===== src/rtl/eth_tx_pkg.sv =====
// Shared constants and state type for the Ethernet transmit framer.
// Assumes: bytes are serialised least significant bit first.
package eth_tx_pkg;

    typedef enum logic [2:0] {
        ST_IDLE,
        ST_PRE,
        ST_SFD,
        ST_DATA,
        ST_PAD,
        ST_FCS
    } tx_state_t;

    localparam logic [7:0]  PRE_BYTE  = 8'h55;          // 1,0,1,0... on the wire
    localparam logic [7:0]  SFD_BYTE  = 8'hD5;          // 1,0,1,0,1,0,1,1 on the wire
    localparam logic [31:0] CRC_POLY  = 32'h04C1_1DB7;
    localparam logic [31:0] CRC_PRESET = 32'hFFFF_FFFF;
    localparam int          FCS_BITS  = 32;

endpackage


===== src/rtl/eth_tx_crc32.sv =====
// Bit-serial CRC-32 generator for the framer.
// Feeds one data bit per cycle MSB-register style, then drains the
// complemented register MSB first as the FCS.
// Assumes: init, feed and drain are never requested in the same cycle.
module eth_tx_crc32
    import eth_tx_pkg::*;
(
    input  logic clk,
    input  logic rst_n,
    input  logic init,
    input  logic feed,
    input  logic din,
    input  logic drain,
    output logic fcs_bit
);

    logic [31:0] crc_q;
    logic        fb;

    assign fb      = crc_q[31] ^ din;
    assign fcs_bit = ~crc_q[31];

    // Register update: preset, accumulate a bit, or shift out the result.
    always_ff @(posedge clk) begin
        if (!rst_n) begin
            crc_q <= CRC_PRESET;
        end else if (init) begin
            crc_q <= CRC_PRESET;
        end else if (feed) begin
            crc_q <= {crc_q[30:0], 1'b0} ^ ({32{fb}} & CRC_POLY);
        end else if (drain) begin
            crc_q <= {crc_q[30:0], 1'b1};
        end
    end

endmodule


===== src/rtl/eth_tx_shifter.sv =====
// Byte parallel-to-serial shifter, LSB first.
// Assumes: load takes priority over shift; the byte is held until the
// controller has shown all of its bits.
module eth_tx_shifter #(
    parameter int BYTE_W = 8
) (
    input  logic              clk,
    input  logic              rst_n,
    input  logic              load,
    input  logic [BYTE_W-1:0] load_byte,
    input  logic              shift,
    output logic              ser_bit
);

    logic [BYTE_W-1:0] sh_q;

    assign ser_bit = sh_q[0];

    // Load a new byte or move the next bit into position 0.
    always_ff @(posedge clk) begin
        if (!rst_n) begin
            sh_q <= '0;
        end else if (load) begin
            sh_q <= load_byte;
        end else if (shift) begin
            sh_q <= {1'b0, sh_q[BYTE_W-1:1]};
        end
    end

endmodule


===== src/rtl/eth_tx_ctrl.sv =====
// Frame sequencer: start gating, preamble/delimiter/data/pad/FCS phases,
// FIFO reads and the per-frame option latch.
// Assumes: the FIFO is show-ahead and holds a valid byte whenever a read is
// issued inside a frame.
module eth_tx_ctrl
    import eth_tx_pkg::*;
#(
    parameter int LEVEL_W   = 8,
    parameter int MIN_FRAME = 64,
    parameter int PRE_LEN   = 7
) (
    input  logic               clk,
    input  logic               rst_n,
    input  logic [7:0]         fifo_data,
    input  logic               fifo_eop,
    input  logic [LEVEL_W-1:0] fifo_level,
    input  logic [LEVEL_W-1:0] start_thresh,
    input  logic               chan_ok,
    input  logic               pad_en,
    input  logic               fcs_en,
    output logic               fifo_rd,
    output logic               sh_load,
    output logic [7:0]         sh_byte,
    output logic               sh_shift,
    output logic               crc_init,
    output logic               crc_feed,
    output logic               crc_drain,
    output logic               sel_fcs,
    output logic               tx_en
);

    localparam int DATA_MIN = MIN_FRAME - FCS_BITS / 8;
    localparam int CNT_W    = $clog2(DATA_MIN + 1);
    localparam int PRE_W    = $clog2(PRE_LEN + 1);
    localparam int BIT_W    = $clog2(FCS_BITS);

    tx_state_t          state_q, state_d;
    logic [BIT_W-1:0]   bit_cnt_q;
    logic [CNT_W-1:0]   byte_cnt_q;
    logic [PRE_W-1:0]   pre_cnt_q;
    logic               last_q, pad_q, fcs_q;
    logic               start, byte_end, fcs_end, need_pad, cnt_byte;

    assign start    = (state_q == ST_IDLE) && chan_ok && (fifo_level != '0)
                      && (fifo_level >= start_thresh);
    assign byte_end = (bit_cnt_q == BIT_W'(7));
    assign fcs_end  = (bit_cnt_q == BIT_W'(FCS_BITS - 1));
    assign need_pad = pad_q && (byte_cnt_q < CNT_W'(DATA_MIN));

    assign tx_en     = (state_q != ST_IDLE);
    assign sel_fcs   = (state_q == ST_FCS);
    assign crc_feed  = (state_q == ST_DATA) || (state_q == ST_PAD);
    assign crc_drain = (state_q == ST_FCS);
    assign crc_init  = start;
    assign sh_shift  = tx_en && !sh_load;
    assign cnt_byte  = fifo_rd || (sh_load && state_d == ST_PAD);

    // Next phase, FIFO read and shifter load decision for each cycle.
    always_comb begin
        state_d = state_q;
        fifo_rd = 1'b0;
        sh_load = 1'b0;
        sh_byte = 8'h00;
        unique case (state_q)
            ST_IDLE: begin
                if (start) begin
                    state_d = ST_PRE;
                    sh_load = 1'b1;
                    sh_byte = PRE_BYTE;
                end
            end
            ST_PRE: begin
                if (byte_end) begin
                    sh_load = 1'b1;
                    if (pre_cnt_q == PRE_W'(PRE_LEN - 1)) begin
                        state_d = ST_SFD;
                        sh_byte = SFD_BYTE;
                    end else begin
                        sh_byte = PRE_BYTE;
                    end
                end
            end
            ST_SFD: begin
                if (byte_end) begin
                    state_d = ST_DATA;
                    fifo_rd = 1'b1;
                    sh_load = 1'b1;
                    sh_byte = fifo_data;
                end
            end
            ST_DATA: begin
                if (byte_end) begin
                    if (!last_q) begin
                        fifo_rd = 1'b1;
                        sh_load = 1'b1;
                        sh_byte = fifo_data;
                    end else if (need_pad) begin
                        state_d = ST_PAD;
                        sh_load = 1'b1;
                    end else if (fcs_q) begin
                        state_d = ST_FCS;
                    end else begin
                        state_d = ST_IDLE;
                    end
                end
            end
            ST_PAD: begin
                if (byte_end) begin
                    if (need_pad) begin
                        sh_load = 1'b1;
                    end else if (fcs_q) begin
                        state_d = ST_FCS;
                    end else begin
                        state_d = ST_IDLE;
                    end
                end
            end
            ST_FCS: begin
                if (fcs_end) begin
                    state_d = ST_IDLE;
                end
            end
            default: state_d = ST_IDLE;
        endcase
    end

    // Phase register.
    always_ff @(posedge clk) begin
        if (!rst_n) state_q <= ST_IDLE;
        else        state_q <= state_d;
    end

    // Bit position within the current byte or FCS word.
    always_ff @(posedge clk) begin
        if (!rst_n) begin
            bit_cnt_q <= '0;
        end else if (sh_load || state_d != state_q) begin
            bit_cnt_q <= '0;
        end else if (tx_en) begin
            bit_cnt_q <= bit_cnt_q + 1'b1;
        end
    end

    // Preamble byte counter.
    always_ff @(posedge clk) begin
        if (!rst_n || state_q == ST_IDLE) begin
            pre_cnt_q <= '0;
        end else if (state_q == ST_PRE && byte_end) begin
            pre_cnt_q <= pre_cnt_q + 1'b1;
        end
    end

    // Data plus pad byte counter, saturating at the minimum.
    always_ff @(posedge clk) begin
        if (!rst_n || state_q == ST_IDLE) begin
            byte_cnt_q <= '0;
        end else if (cnt_byte && byte_cnt_q < CNT_W'(DATA_MIN)) begin
            byte_cnt_q <= byte_cnt_q + 1'b1;
        end
    end

    // End flag of the byte now in the shifter.
    always_ff @(posedge clk) begin
        if (!rst_n || state_q == ST_IDLE) last_q <= 1'b0;
        else if (fifo_rd)                  last_q <= fifo_eop;
    end

    // Per-frame option latch, captured at start only.
    always_ff @(posedge clk) begin
        if (!rst_n) begin
            pad_q <= 1'b0;
            fcs_q <= 1'b0;
        end else if (start) begin
            pad_q <= pad_en;
            fcs_q <= fcs_en;
        end
    end

endmodule


===== src/rtl/eth_tx_framer.sv =====
// Top of the Ethernet transmit framer: sequencer, byte shifter and CRC.
// Assumes: show-ahead FIFO that does not underrun inside a frame.
module eth_tx_framer #(
    parameter int LEVEL_W   = 8,
    parameter int MIN_FRAME = 64,
    parameter int PRE_LEN   = 7
) (
    input  logic               clk,
    input  logic               rst_n,
    input  logic [7:0]         fifo_data,
    input  logic               fifo_eop,
    input  logic [LEVEL_W-1:0] fifo_level,
    output logic               fifo_rd,
    input  logic [LEVEL_W-1:0] start_thresh,
    input  logic               chan_ok,
    input  logic               pad_en,
    input  logic               fcs_en,
    output logic               tx_bit,
    output logic               tx_en
);

    logic       sh_load, sh_shift, sh_bit;
    logic [7:0] sh_byte;
    logic       crc_init, crc_feed, crc_drain, crc_bit, sel_fcs;

    eth_tx_ctrl #(
        .LEVEL_W  (LEVEL_W),
        .MIN_FRAME(MIN_FRAME),
        .PRE_LEN  (PRE_LEN)
    ) u_ctrl (
        .clk         (clk),
        .rst_n       (rst_n),
        .fifo_data   (fifo_data),
        .fifo_eop    (fifo_eop),
        .fifo_level  (fifo_level),
        .start_thresh(start_thresh),
        .chan_ok     (chan_ok),
        .pad_en      (pad_en),
        .fcs_en      (fcs_en),
        .fifo_rd     (fifo_rd),
        .sh_load     (sh_load),
        .sh_byte     (sh_byte),
        .sh_shift    (sh_shift),
        .crc_init    (crc_init),
        .crc_feed    (crc_feed),
        .crc_drain   (crc_drain),
        .sel_fcs     (sel_fcs),
        .tx_en       (tx_en)
    );

    eth_tx_shifter #(.BYTE_W(8)) u_shift (
        .clk      (clk),
        .rst_n    (rst_n),
        .load     (sh_load),
        .load_byte(sh_byte),
        .shift    (sh_shift),
        .ser_bit  (sh_bit)
    );

    eth_tx_crc32 u_crc (
        .clk    (clk),
        .rst_n  (rst_n),
        .init   (crc_init),
        .feed   (crc_feed),
        .din    (sh_bit),
        .drain  (crc_drain),
        .fcs_bit(crc_bit)
    );

    assign tx_bit = sel_fcs ? crc_bit : sh_bit;

endmodule


===== config.mk =====
export PLATFORM = sky130hd
export DESIGN_NAME = eth_tx_framer
export DESIGN_NICKNAME = d
export VERILOG_FILES = /design/src/rtl/eth_tx_pkg.sv /design/src/rtl/eth_tx_crc32.sv /design/src/rtl/eth_tx_shifter.sv /design/src/rtl/eth_tx_ctrl.sv /design/src/rtl/eth_tx_framer.sv
export SDC_FILE = /design/constraint.sdc
export NUM_CORES = 1
export LEC_CHECK = 0
export BUFFER_PORTS_ARGS = -buffer_cell sky130_fd_sc_hd__buf_2
export CORE_UTILIZATION = 40
export CTS_CLUSTER_DIAMETER = 80
export DETAILED_ROUTE_END_ITERATION = 10
export GPL_TIMING_DRIVEN = 0
export HOLD_SLACK_MARGIN = 0.12
export PLACE_DENSITY_LB_ADDON = 0.3
export REMOVE_ABC_BUFFERS = 1
export SLEW_MARGIN = 20
export SYNTH_ARGS = -nofsm -noshare
export SYNTH_HDL_FRONTEND = slang
export SYNTH_SLANG_ARGS = --single-unit
export TNS_END_PERCENT = 100

===== constraint.sdc =====
create_clock -name clk -period 5.9 [get_ports clk]
set_input_delay 0.885 -clock clk [delete_from_list [all_inputs] [get_ports clk]]
set_output_delay 0.885 -clock clk [all_outputs]
set_load 0.05 [all_outputs]

# After elaboration in Yosys (flattened, before gate mapping)

Cells that the tools add are included.
Widths: inputs -> output; s select.

Flip-flop bits (word level): 60
Input bits: 30
Output and inout bits: 3

Add/subtract/negate cells: 3
Order comparisons: 2
Equal/unequal tests: 10
Muxes and demuxes: 34
Bitwise logic cells: 4
Reductions and logical operators: 22

Operator list:

| cell                | count |
|---|---|
| $mux 32             | 2 |
| $mux 8              | 7 |
| $mux 3              | 11 |
| $pmux 8 s4          | 1 |
| $xor 32x27->32      | 1 |
| $pmux 3 s6          | 1 |
| $eq 3x3->1 const B  | 4 |
| $mux 1              | 9 |
| $ge 8x8->1          | 1 |
| $logic_and 1x1->1   | 8 |
| $reduce_bool 8->1   | 1 |
| $mux 7              | 1 |
| $add 6x1->6 const B | 1 |
| $eq 3x2->1 const B  | 2 |
| $lt 6x6->1 const B  | 1 |
| $reduce_or 2->1     | 3 |
| $add 5x1->5 const B | 1 |
| $eq 5x3->1 const B  | 1 |
| $eq 5x5->1 const B  | 1 |
| $logic_or 1x1->1    | 4 |
| $pmux 1 s4          | 1 |
| $reduce_bool 2->1   | 2 |
| $add 3x1->3 const B | 1 |
| $eq 3x1->1 const B  | 1 |
| other kinds (7)     | 9 |

# Logic depth before layout (Yosys ltp)

Gate-level depths: netlist of the first run.

Depth in word-level cells: 10
Mapped depth: 9
Mapped depth without buffers: 8

# By module

A second synthesis of the first run with hierarchy kept.

Cell total of the unflattened synthesis: 381
Area total of the unflattened synthesis: 3,340.7 sq um

Modules (own cells, without submodules):

| module         | times used | cells an instance | area each (sq um) | seq. area each (sq um) |
|---|---|---|---|---|
| eth_tx_ctrl    | 1          | 185               | 1,550.2           | 400.4 |
| eth_tx_crc32   | 1          | 160               | 1,356.3           | 640.6 |
| eth_tx_shifter | 1          | 35                | 419.2             | 160.2 |
| eth_tx_framer  | 1          | 1                 | 15.0              | 0.0 |

# Worst setup path after synthesis of the first run

Ideal clock, no wire load.

Path type: register to output
Start point: reg u_ctrl.state_q[0]
End point: out tx_bit
Data arrival time: 1,772 ps
Setup slack: 3,243 ps
Cell stages (with the launch flop): 4
Buffers on the path: 1
Cells stage by stage: dfxtp_1 > buf_2 > nand2_1 > o21ai_0

Word-level cells in the longest chain between the ends: 2

RTL lines:

| what                   | RTL line            | source |
|---|---|---|
| from (decl)            | eth_tx_ctrl.sv:37   | `tx_state_t state_q, state_d;` |
| from (signal assigned) | eth_tx_ctrl.sv:130  | `else state_q <= state_d;` |
| $eq 3x3->1             | eth_tx_ctrl.sv:51   | `assign sel_fcs = (state_q == ST_FCS);` |
| $mux 1                 | eth_tx_framer.sv:70 | `assign tx_bit = sel_fcs ? crc_bit : sh_bit;` |
| to (decl)              | eth_tx_framer.sv:18 | `output logic tx_bit,` |

No other way between the ends.

# Final worst setup path of the first run

Start point: reg u_ctrl.bit_cnt_q[0]
End point: out fifo_rd

Word-level cells in the longest chain between the ends: 3
Elaborated cells on any way between the ends: 4

RTL lines:

| what                             | RTL line                             | source |
|---|---|---|
| from (decl)                      | eth_tx_ctrl.sv:38                    | `logic [BIT_W-1:0] bit_cnt_q;` |
| from (signal assigned)           | eth_tx_ctrl.sv:140                   | `bit_cnt_q <= bit_cnt_q + 1'b1;` |
| $eq 5x3->1 (*)                   | eth_tx_ctrl.sv:46                    | `assign byte_end = (bit_cnt_q == BIT_W'(7));` |
| $mux 1, on equally long branches | eth_tx_ctrl.sv:92, eth_tx_ctrl.sv:84 |  |
| $pmux 1 s2 (*)                   | eth_tx_ctrl.sv:64                    | `unique case (state_q)` |
| to (decl)                        | eth_tx_framer.sv:13                  | `output logic fifo_rd,` |

Mark *: on every way between the ends. The rest lies on a longest branch, timed or not.

==> metrics.txt, run 1 <==
outcome=complete, no violations; maximum number of pins on one net before global-route repair=33; layout cells sized above 1=15.9%; Cell Area, Synth=2960 um^2; Die Wd=88.0 um; GR peak layer=met2; Final nets=434; CP Launch Point=u_ctrl.bit_cnt_q[0]$_SDFFE_PP0P_; die area=7750 um^2; IR drop worst, VDD=0.161 mV; number of synthesized flops with an enable pin=0; min Tclk post-route=3.34 ns; Leak=1.48 nW; Synth Register Bits=60; r2r endpoint=u_ctrl.byte_cnt_q[3]$_SDFFE_PP0P_; total of fill cells in the finished design=683; Non-Filler Instances=492; Final HPWL DP=3940 um; Yosys warnings=0; CORE AREA=6980 um^2; unrepaired setup endpoints after global routing=false; Reg-to-Reg Start=u_ctrl.bit_cnt_q[0]$_SDFFE_PP0P_; antenna violations before repair=0; delay-heaviest family, CP=compound AO/OA/AOI/OAI gates; PD cells=282 nW/um^2; hold path cells=2; Netlist cell types=54; Hold EP=u_crc.crc_q[27]$_SDFFE_PP1P_; first-pass GRT wire length=9870 um; Max-Cap Viols=0; Crit Path Max Fanout=12; kind of critical path=flip-flop to primary output; GRT Total Usage=16.5%; Placed Cells incl. Taps=476; WP buf/inv=1; global route total overflow=0; clock root cell=clkbuf_8; Final Hold Fails=0; clock-pin slew on the worst setup and hold paths=0.07 ns; Max Freq=0.299 GHz; number of post-CTS setup repair buffers=0; CTS tree=done; CTS Buffer Depth=2; total power=971 uW; H-tree depth=3; critical path launch point type=flip-flop; Syn Area/Cell=8.08 um^2; skew final=0.00832 ns; R2R Setup Slk=3.25 ns; Buffers on Ports=32; Clock Latency Late Sink=0.34 ns; drt pass-1 iters=5; CTS Buf Count=9; Final Wtd Congestion=0.871; WP data required=5.02 ns; FP Rows=30; Area growth syn-to-layout=16.5%; share of flip-flops with an asynchronous set or reset=0%; Slew HR=37.7%; Initial Util=42.4%; clock sink total=60; Initial DRC Count=156; final worst path period share=56.6%; Max Slew Vio Count=0; post-detailed-route wirelength per cell=11.6 um; met3 GRT Util=6.41%; final setup fails=0; die height=88.0 um; vias in the first global route=2228; Routed WL=5720 um; Slew @ Worst Pin=0.932 ns; Largest stage delay, worst path=0.86 ns; # hold bufs at CTS=0; Post-synth top flop=dfxtp_1; routed vias=2500; Ports=33; drt drc=0; crit-path cells=ha_1 -> nand4bb_1 -> a211oi_2 -> buf_2; post-synthesis sequential area ratio=40.6%; Cells after Synth=366; GRT met1 Usage=20.9%; setup_tns=0 ns; Worst Hold Class=flip-flop to flip-flop; post-detailed-route count of antenna-violating nets=0; hold_sp=u_crc.crc_q[26]$_SDFFE_PP1P_; slowest CP cell=a211oi_2; DR vias/cell=5.08; CP endpoint kind=primary output; M2 GR Usage=25.5%; Worst Path Arrival=2.45 ns; reg2reg path depth=6; ant diodes=0; post-CTS sizing=0
-- layer usage --
| metal | part of all wire, % | up-vias | wire length [um] |
|---|---|---|---|
| met4 | 2.0 | 0 | 116 |
| met5 | 0 | - | 0 |
| li1 | - | 1318 | - |
| met3 | 3.5 | 13 | 201 |
| met1 | 50 | 1132 | 2870 |
| met2 | 44 | 37 | 2530 |
-- through the flow --
step	util, %	hold slack, ns	cell area [um^2]	worst slack (ns)
detailed placement	45.6	0.450	3180	2.62
global route	49.4	0.490	3450	2.39
floorplan	-	0.435	2880	2.51
global placement	45.2	0.450	3160	1.66
finish	49.4	0.465	3450	2.56
CTS	49.3	0.470	3440	2.57
-- Yosys cell counts, types with 4 or more instances --
cell type	number	share of area, %
nor2b_1	4	0.85
dfxtp_1	60	41
ha_1	13	5.5
and2_1	4	0.85
a21oi_1	22	3.7
a221oi_1	10	3.0
buf_2	4	0.68
nand3_1	23	3.9
nand2_1	76	9.6
xnor2_1	5	1.5
inv_1	19	2.4
o21ai_0	16	2.7
nor2_1	32	4.1
xor2_1	5	1.5
clkbuf_1	13	1.6
o211a_1	5	1.7
-- report_power, final --
part | internal (mW) | switching [mW]
Clock | 0.322 | 0.161
Combinational | 0.0274 | 0.0419
Sequential | 0.412 | 0.00655
Total | 0.761 | 0.210
-- cells in the final DEF, fill, tap and decap left out, drive strengths merged, types with 2 or more instances in the layout --
cell type	n
o211a	5
o21ai	17
or4	2
or3	3
xor2	5
ha	13
nand4	2
or2	2
clkbuf	9
clkinv	3
buf	33
a31oi	3
nand2	76
a2bb2oi	3
nor2	32
xnor2	5
nor4	4
a21boi	2
nand3	23
dfxtp	60
inv	19
o311ai	2
nor3	3
nor2b	4
bufinv	4
nand2b	2
and2	4
a221oi	10
a21oi	23
a211oi	4
-- sequential cells by signal, indices dropped and copies added, names as in the netlist --
register           count
u_crc.crc_q           32
u_shift.sh_q           8
u_ctrl.byte_cnt_q      6
u_ctrl.bit_cnt_q       5
u_ctrl.pre_cnt_q       3
u_ctrl.state_q         3
u_ctrl.fcs_q           1
u_ctrl.last_q          1
u_ctrl.pad_q           1
-- tightest hold or removal path: cells and delay by family (launching register included) --
family	cells	cell delay, ns
DFF	1	0.32
and+or+nand+nor	2	0.11
-- kinds of logic (layout without fill, tap and decap cells) --
family	after synthesis	after routing	synth area share, %
fa+ha+maj	13	13	5.50
xor+xnor	10	10	2.96
compound gates	78	78	19.0
flops	60	60	40.6
simple gates	166	166	26.3
buf+inv	38	68	5.24
mux	1	1	0.338
-- cell type report --
cell class	count	area, um^2	share of cell area [%]
Timing Repair Buffer	33	175	5.08
Clock inverter	7	139	4.03
Inverter	19	71.3	2.07
Sequential cell	60	1200	34.8
Clock buffer	9	124	3.59
Multi-Input combinational cell	268	1620	46.9
Tap cell	96	120	3.48
-- how the worst max path moves through the flow --
stage | endpoint | slack (ns) | depth (start not counted)
after global placement | u_crc.crc_q[0]$_SDFFE_PP1P_ | 1.66 | 8
after floorplan | u_crc.crc_q[0]$_SDFFE_PP1P_ | 2.51 | 8
final | fifo_rd | 2.56 | 4
after CTS | fifo_rd | 2.57 | 4
after global routing | fifo_rd | 2.39 | 4
after detailed placement | u_crc.crc_q[0]$_SDFFE_PP1P_ | 2.62 | 8
Power figures use the tool's default switching activity.
==> run 2, diff against run 1 <==
==> constraint.sdc (replaced) <==
create_clock -name clk -period 3 [get_ports clk]
set_input_delay 0.45 -clock clk [delete_from_list [all_inputs] [get_ports clk]]
set_output_delay 0.45 -clock clk [all_outputs]
set_load 0.05 [all_outputs]
==> run 2 against run 1 <==
  * Global-route usage stayed put
  * Via count up 0.64%
  * Clock power grew 96%
  * Sequential share of layout area shrank 0.076 points
  * Clock skew hardly changed
  * Combinational power rose by 97%
  * Design area rose by 0.22%
  * Clock-buffer cell count unchanged
  * First-iteration DRC count is 0.64% lower
  * Hold slack got worse by 0.12 ns
  * Final cell count is the same
  * Flip-flop and latch count is the same
  * Critical endpoint unchanged
  * Highest routed layer unchanged
==> metrics.txt, run 2 (synthesized netlist as in run 1, its figures left out) <==
most common cell after layout, fill and taps aside=nand2_1; WP buf/inv=1; post-detailed-route wirelength per cell=11.6 um; FP Rows=30; max FFs per register=32; Max-Cap Viols=0; Die Wd=88.0 um; antenna violations before repair=0; post-CTS sizing=0; Clock Latency Late Sink=0.34 ns; total of fill cells in the finished design=680; logic gate share of total power=7.1%; drt pass-1 iters=4; clock-pin slew on the worst setup and hold paths=0.07 ns; die area=7750 um^2; Seq pwr share=43.1%; Worst Path Arrival=2.26 ns; H-tree depth=3; # hold bufs at CTS=0; Area growth syn-to-layout=16.7%; skew final=0.00844 ns; Buffers on Ports=32; Reg-to-Reg Start=u_ctrl.bit_cnt_q[0]$_SDFFE_PP0P_; Final Hold Fails=0; DR vias/cell=5.11; Core Util, Final=49.5%; Max Slew Vio Count=0; Initial Util=42.4%; Final HPWL DP=3940 um; crit-path cells=ha_1 -> nand4bb_1 -> a211oi_4 -> buf_2; Slew HR=55.3%; CTS Buffer Depth=2; most frequent cells in the layout=nand2_1, dfxtp_1, buf_2, nor2_1, nand3_1; GRT Total Usage=16.5%; Biggest register=u_crc.crc_q; WP data required=2.55 ns; post-detailed-route count of antenna-violating nets=0; clock sink total=60; Leak=1.48 nW; outcome=complete, no violations; Crit Path Max Fanout=12; area occupied by multi-input gates=1620 um^2; Routed WL=5730 um; CTS Buf Count=9; final setup fails=0; CP Launch Point=u_ctrl.bit_cnt_q[0]$_SDFFE_PP0P_; Non-Filler Instances=492; ant diodes=0; routed vias=2516; clock root cell=clkbuf_8; first-pass GRT wire length=9870 um; Max Freq=0.369 GHz; final worst path period share=90.4%; layout cells sized above 1=15.9%; hold_sp=fifo_data[5]; power share of the clock group=49.8%; unrepaired setup endpoints after global routing=false; CP endpoint kind=primary output; Ports=33; vias in the first global route=2228; Placed Cells incl. Taps=476; switching power share of the total=21.6%; CTS tree=done; global route total overflow=0; Slew @ Worst Pin=0.670 ns; IR drop worst, VDD=0.316 mV; drt drc=0; Largest stage delay, worst path=0.66 ns; min Tclk post-route=2.71 ns; Worst Hold Class=primary input to flip-flop; slowest CP cell=a211oi_4; kind of critical path=flip-flop to primary output; FF/Latch Area=1200 um^2; cell-internal power=1.50 mW; Final nets=434; critical path launch point type=flip-flop; CORE AREA=6980 um^2; delay-heaviest family, CP=compound AO/OA/AOI/OAI gates; largest registers=u_crc.crc_q (32), u_shift.sh_q (8), u_ctrl.byte_cnt_q (6); Final Wtd Congestion=0.871; number of post-CTS setup repair buffers=0; switching component of the power=412 uW; maximum number of pins on one net before global-route repair=33; PD cells=553 nW/um^2; die height=88.0 um; Initial DRC Count=155
## run 2: changes by cell type in the layout (fill, tap and decap cells not counted)
cell / delta
a211oi_2: -1
a211oi_4: +1
## run 2: worst paths after layout
kind | slack, ns | depth (start not counted) | endpoint
setup / recovery | 0.29 | 4 | fifo_rd
hold reg to reg | 0.47 | 2 | u_crc.crc_q[27]$_SDFFE_PP1P_
hold / removal | 0.34 | 3 | u_shift.sh_q[5]$_SDFFE_PN0P_
setup reg to reg | 0.54 | 6 | u_ctrl.byte_cnt_q[3]$_SDFFE_PP0P_
## run 2: worst register-to-register path: stages, from the launching register on
cell       delay, ns
dfxtp_1         0.38
ha_1            0.21
nand4bb_1       0.29
a211oi_4        0.66
a21oi_2         0.17
or4_1           0.53
a21oi_1         0.14
## run 2: layer usage
layer	wire length (um)	track usage, %
met4	87	5.87
met1	2850	20.9
met5	0	0
met2	2570	25.5
met3	220	6.41
## run 2: area by class of cell
type,count,area share (%)
Timing Repair Buffer,33,5.07
Clock buffer,9,3.59
Inverter,19,2.06
Clock inverter,7,4.02
Multi-Input combinational cell,268,47.0
Sequential cell,60,34.8
Tap cell,96,3.48
## run 2: power groups by stage
stage / registers [mW] / clock network [mW] / logic [mW]
detailed placement: 0.840 / 0 / 0.137
global placement: 0.840 / 0 / 0.133
floorplan: 0.837 / 0 / 0.0906
global route: 0.824 / 1.02 / 0.155
finish: 0.823 / 0.950 / 0.136
CTS: 0.822 / 0.978 / 0.137
## run 2: stage by stage
step           instance area, um^2  hold slack, ns  TNS [ns]  power (mW)  worst slack (ns)
2_1_floorplan                 2880           0.435         0       0.927            0.0429
3_3_place_gp                  3160           0.450    -17.34       0.973            -0.804
3_5_place_dp                  3180           0.450         0       0.977             0.152
4_1_cts                       3440           0.327         0        1.94             0.108
5_1_grt                       3450           0.324         0        2.00             0.115
6_report                      3450           0.343         0        1.91             0.287
==> run 3, diff against run 2 <==
==> constraint.sdc (replaced) <==
create_clock -name clk -period 2.2 [get_ports clk]
set_input_delay 0.33 -clock clk [delete_from_list [all_inputs] [get_ports clk]]
set_output_delay 0.33 -clock clk [all_outputs]
set_load 0.05 [all_outputs]
==> run 3 against run 2 <==
  * Global-route usage grew 0.67 points
  * Non-clock buffer count increased by 7
  * Utilization rose by 2.0 points
  * Die area unchanged
  * Hold slack worse by 0.12 ns
  * Highest routed layer unchanged
  * Total power rose by 38%
  * Design area is 4.1% higher
  * Setup slack lost 0.19 ns
  * Final cell count grew 1.6%
  * Flip-flop and latch count did not move
==> metrics.txt, run 3 (synthesized netlist as in run 1, its figures left out) <==
outcome=complete, no violations; Worst Hold Class=primary input to flip-flop; Crit Path Max Fanout=9; Initial DRC Count=155; cell area after layout=3600 um^2; GRT Total Usage=17.2%; drt drc=0; hold slack=0.221 ns; DR vias/cell=5.14; Core Util, Final=51.5%; CTS Buffer Depth=2; Max-Cap Viols=0; skew final=0.00701 ns; area occupied by multi-input gates=1680 um^2; Area after DPL=3180 um^2; vias in the first global route=2231; FP Rows=30; post-detailed-route count of antenna-violating nets=0; final setup fails=0; WP data required=2.47 ns; CORE AREA=6980 um^2; Biggest register=u_crc.crc_q; layout cells sized above 1=20.0%; critical path launch point type=flip-flop; Die Wd=88.0 um; total of fill cells in the finished design=666; Ports=33; drt pass-1 iters=4; H-tree depth=3; Slew HR=54.6%; Final HPWL DP=3940 um; Leak=1.52 nW; clock root cell=clkbuf_8; FF/Latch Area=1210 um^2; total power=2.63 mW; Routed WL=6050 um; Buffers on Ports=32; IR drop worst, VDD=0.421 mV; PD cells=732 nW/um^2; Clock Latency Late Sink=0.34 ns; Slew @ Worst Pin=0.678 ns; die area=7750 um^2; ant diodes=0; max FFs per register=32; min Tclk post-route=2.11 ns; maximum number of pins on one net before global-route repair=26; antenna violations before repair=0; largest registers=u_crc.crc_q (32), u_shift.sh_q (8), u_ctrl.byte_cnt_q (6); Final Wtd Congestion=0.871; post-detailed-route wirelength per cell=12.1 um; Final nets=442; Max Freq=0.475 GHz; clock sink total=60; first-pass GRT wire length=10200 um; Max Slew Vio Count=0; CTS tree=done; Initial Util=42.4%; setup_tns=0 ns; global route total overflow=0; most frequent cells in the layout=nand2_1, dfxtp_1, nor2_1, buf_2, nand3_1; most common cell after layout, fill and taps aside=nand2_1; # hold bufs at CTS=0; CTS Buf Count=9; clock-pin slew on the worst setup and hold paths=0.07 ns; CP endpoint kind=flip-flop; Area growth syn-to-layout=21.5%; final worst path period share=95.7%; routed vias=2568; kind of critical path=flip-flop to flip-flop; Final Hold Fails=0; die height=88.0 um; Worst Path Arrival=2.37 ns
run 3: final timing paths:
kind	endpoint	slack, ns	cells past startpoint	startpoint
max	u_ctrl.byte_cnt_q[3]$_SDFFE_PP0P_	0.09	7	u_ctrl.bit_cnt_q[0]$_SDFFE_PP0P_
min	u_ctrl.fcs_q$_SDFFE_PN0P_	0.22	3	fcs_en
max reg2reg	u_ctrl.byte_cnt_q[3]$_SDFFE_PP0P_	0.09	7	u_ctrl.bit_cnt_q[0]$_SDFFE_PP0P_
min reg2reg	u_crc.crc_q[3]$_SDFFE_PP1P_	0.46	2	u_crc.crc_q[2]$_SDFFE_PP1P_
run 3: critical path: stages, from the launching register on:
cell,delay (ns)
dfxtp_2,0.34
ha_2,0.20
and3_1,0.18
ha_1,0.20
o22ai_2,0.31
a21oi_4,0.14
or4_1,0.51
a21oi_1,0.14
run 3: cell type report:
type	count	area share, %
Clock buffer	9	3.44
Inverter	19	1.98
Multi-Input combinational cell	269	46.6
Tap cell	96	3.34
Sequential cell	60	33.6
Clock inverter	7	3.86
Timing Repair Buffer	40	7.17
run 3: metal layers:
metal | global-route usage [%] | wire length [um] | vias to the layer above
met3 | 6.41 | 232 | 13
met5 | 0 | 0 | -
li1 | - | - | 1341
met2 | 26.6 | 2700 | 42
met1 | 22.0 | 3000 | 1172
met4 | 5.87 | 110 | 0
run 3: timing repair:
| item | CTS | global route |
|---|---|---|
| gates resized for setup | 11 | 10 |
| setup endpoints to repair | 29 | 50 |
| setup buffers | 3 | 4 |
| pin swaps | 3 | 3 |
| gates cloned | 1 | 0 |
run 3: metrics by stage:
step	instances	worst slack, ns
2_1_floorplan	347	-0.637
3_3_place_gp	475	-1.48
3_5_place_dp	476	-0.528
4_1_cts	496	0.0170
5_1_grt	500	-0.00420
6_report	500	0.0940
run 3: power breakdown:
group | switching [mW] | total, mW | leakage (nW) | internal [mW]
Sequential | 0.0189 | 1.12 | 0.488 | 1.10
Clock | 0.437 | 1.30 | 0.133 | 0.864
Combinational | 0.122 | 0.209 | 0.903 | 0.0876
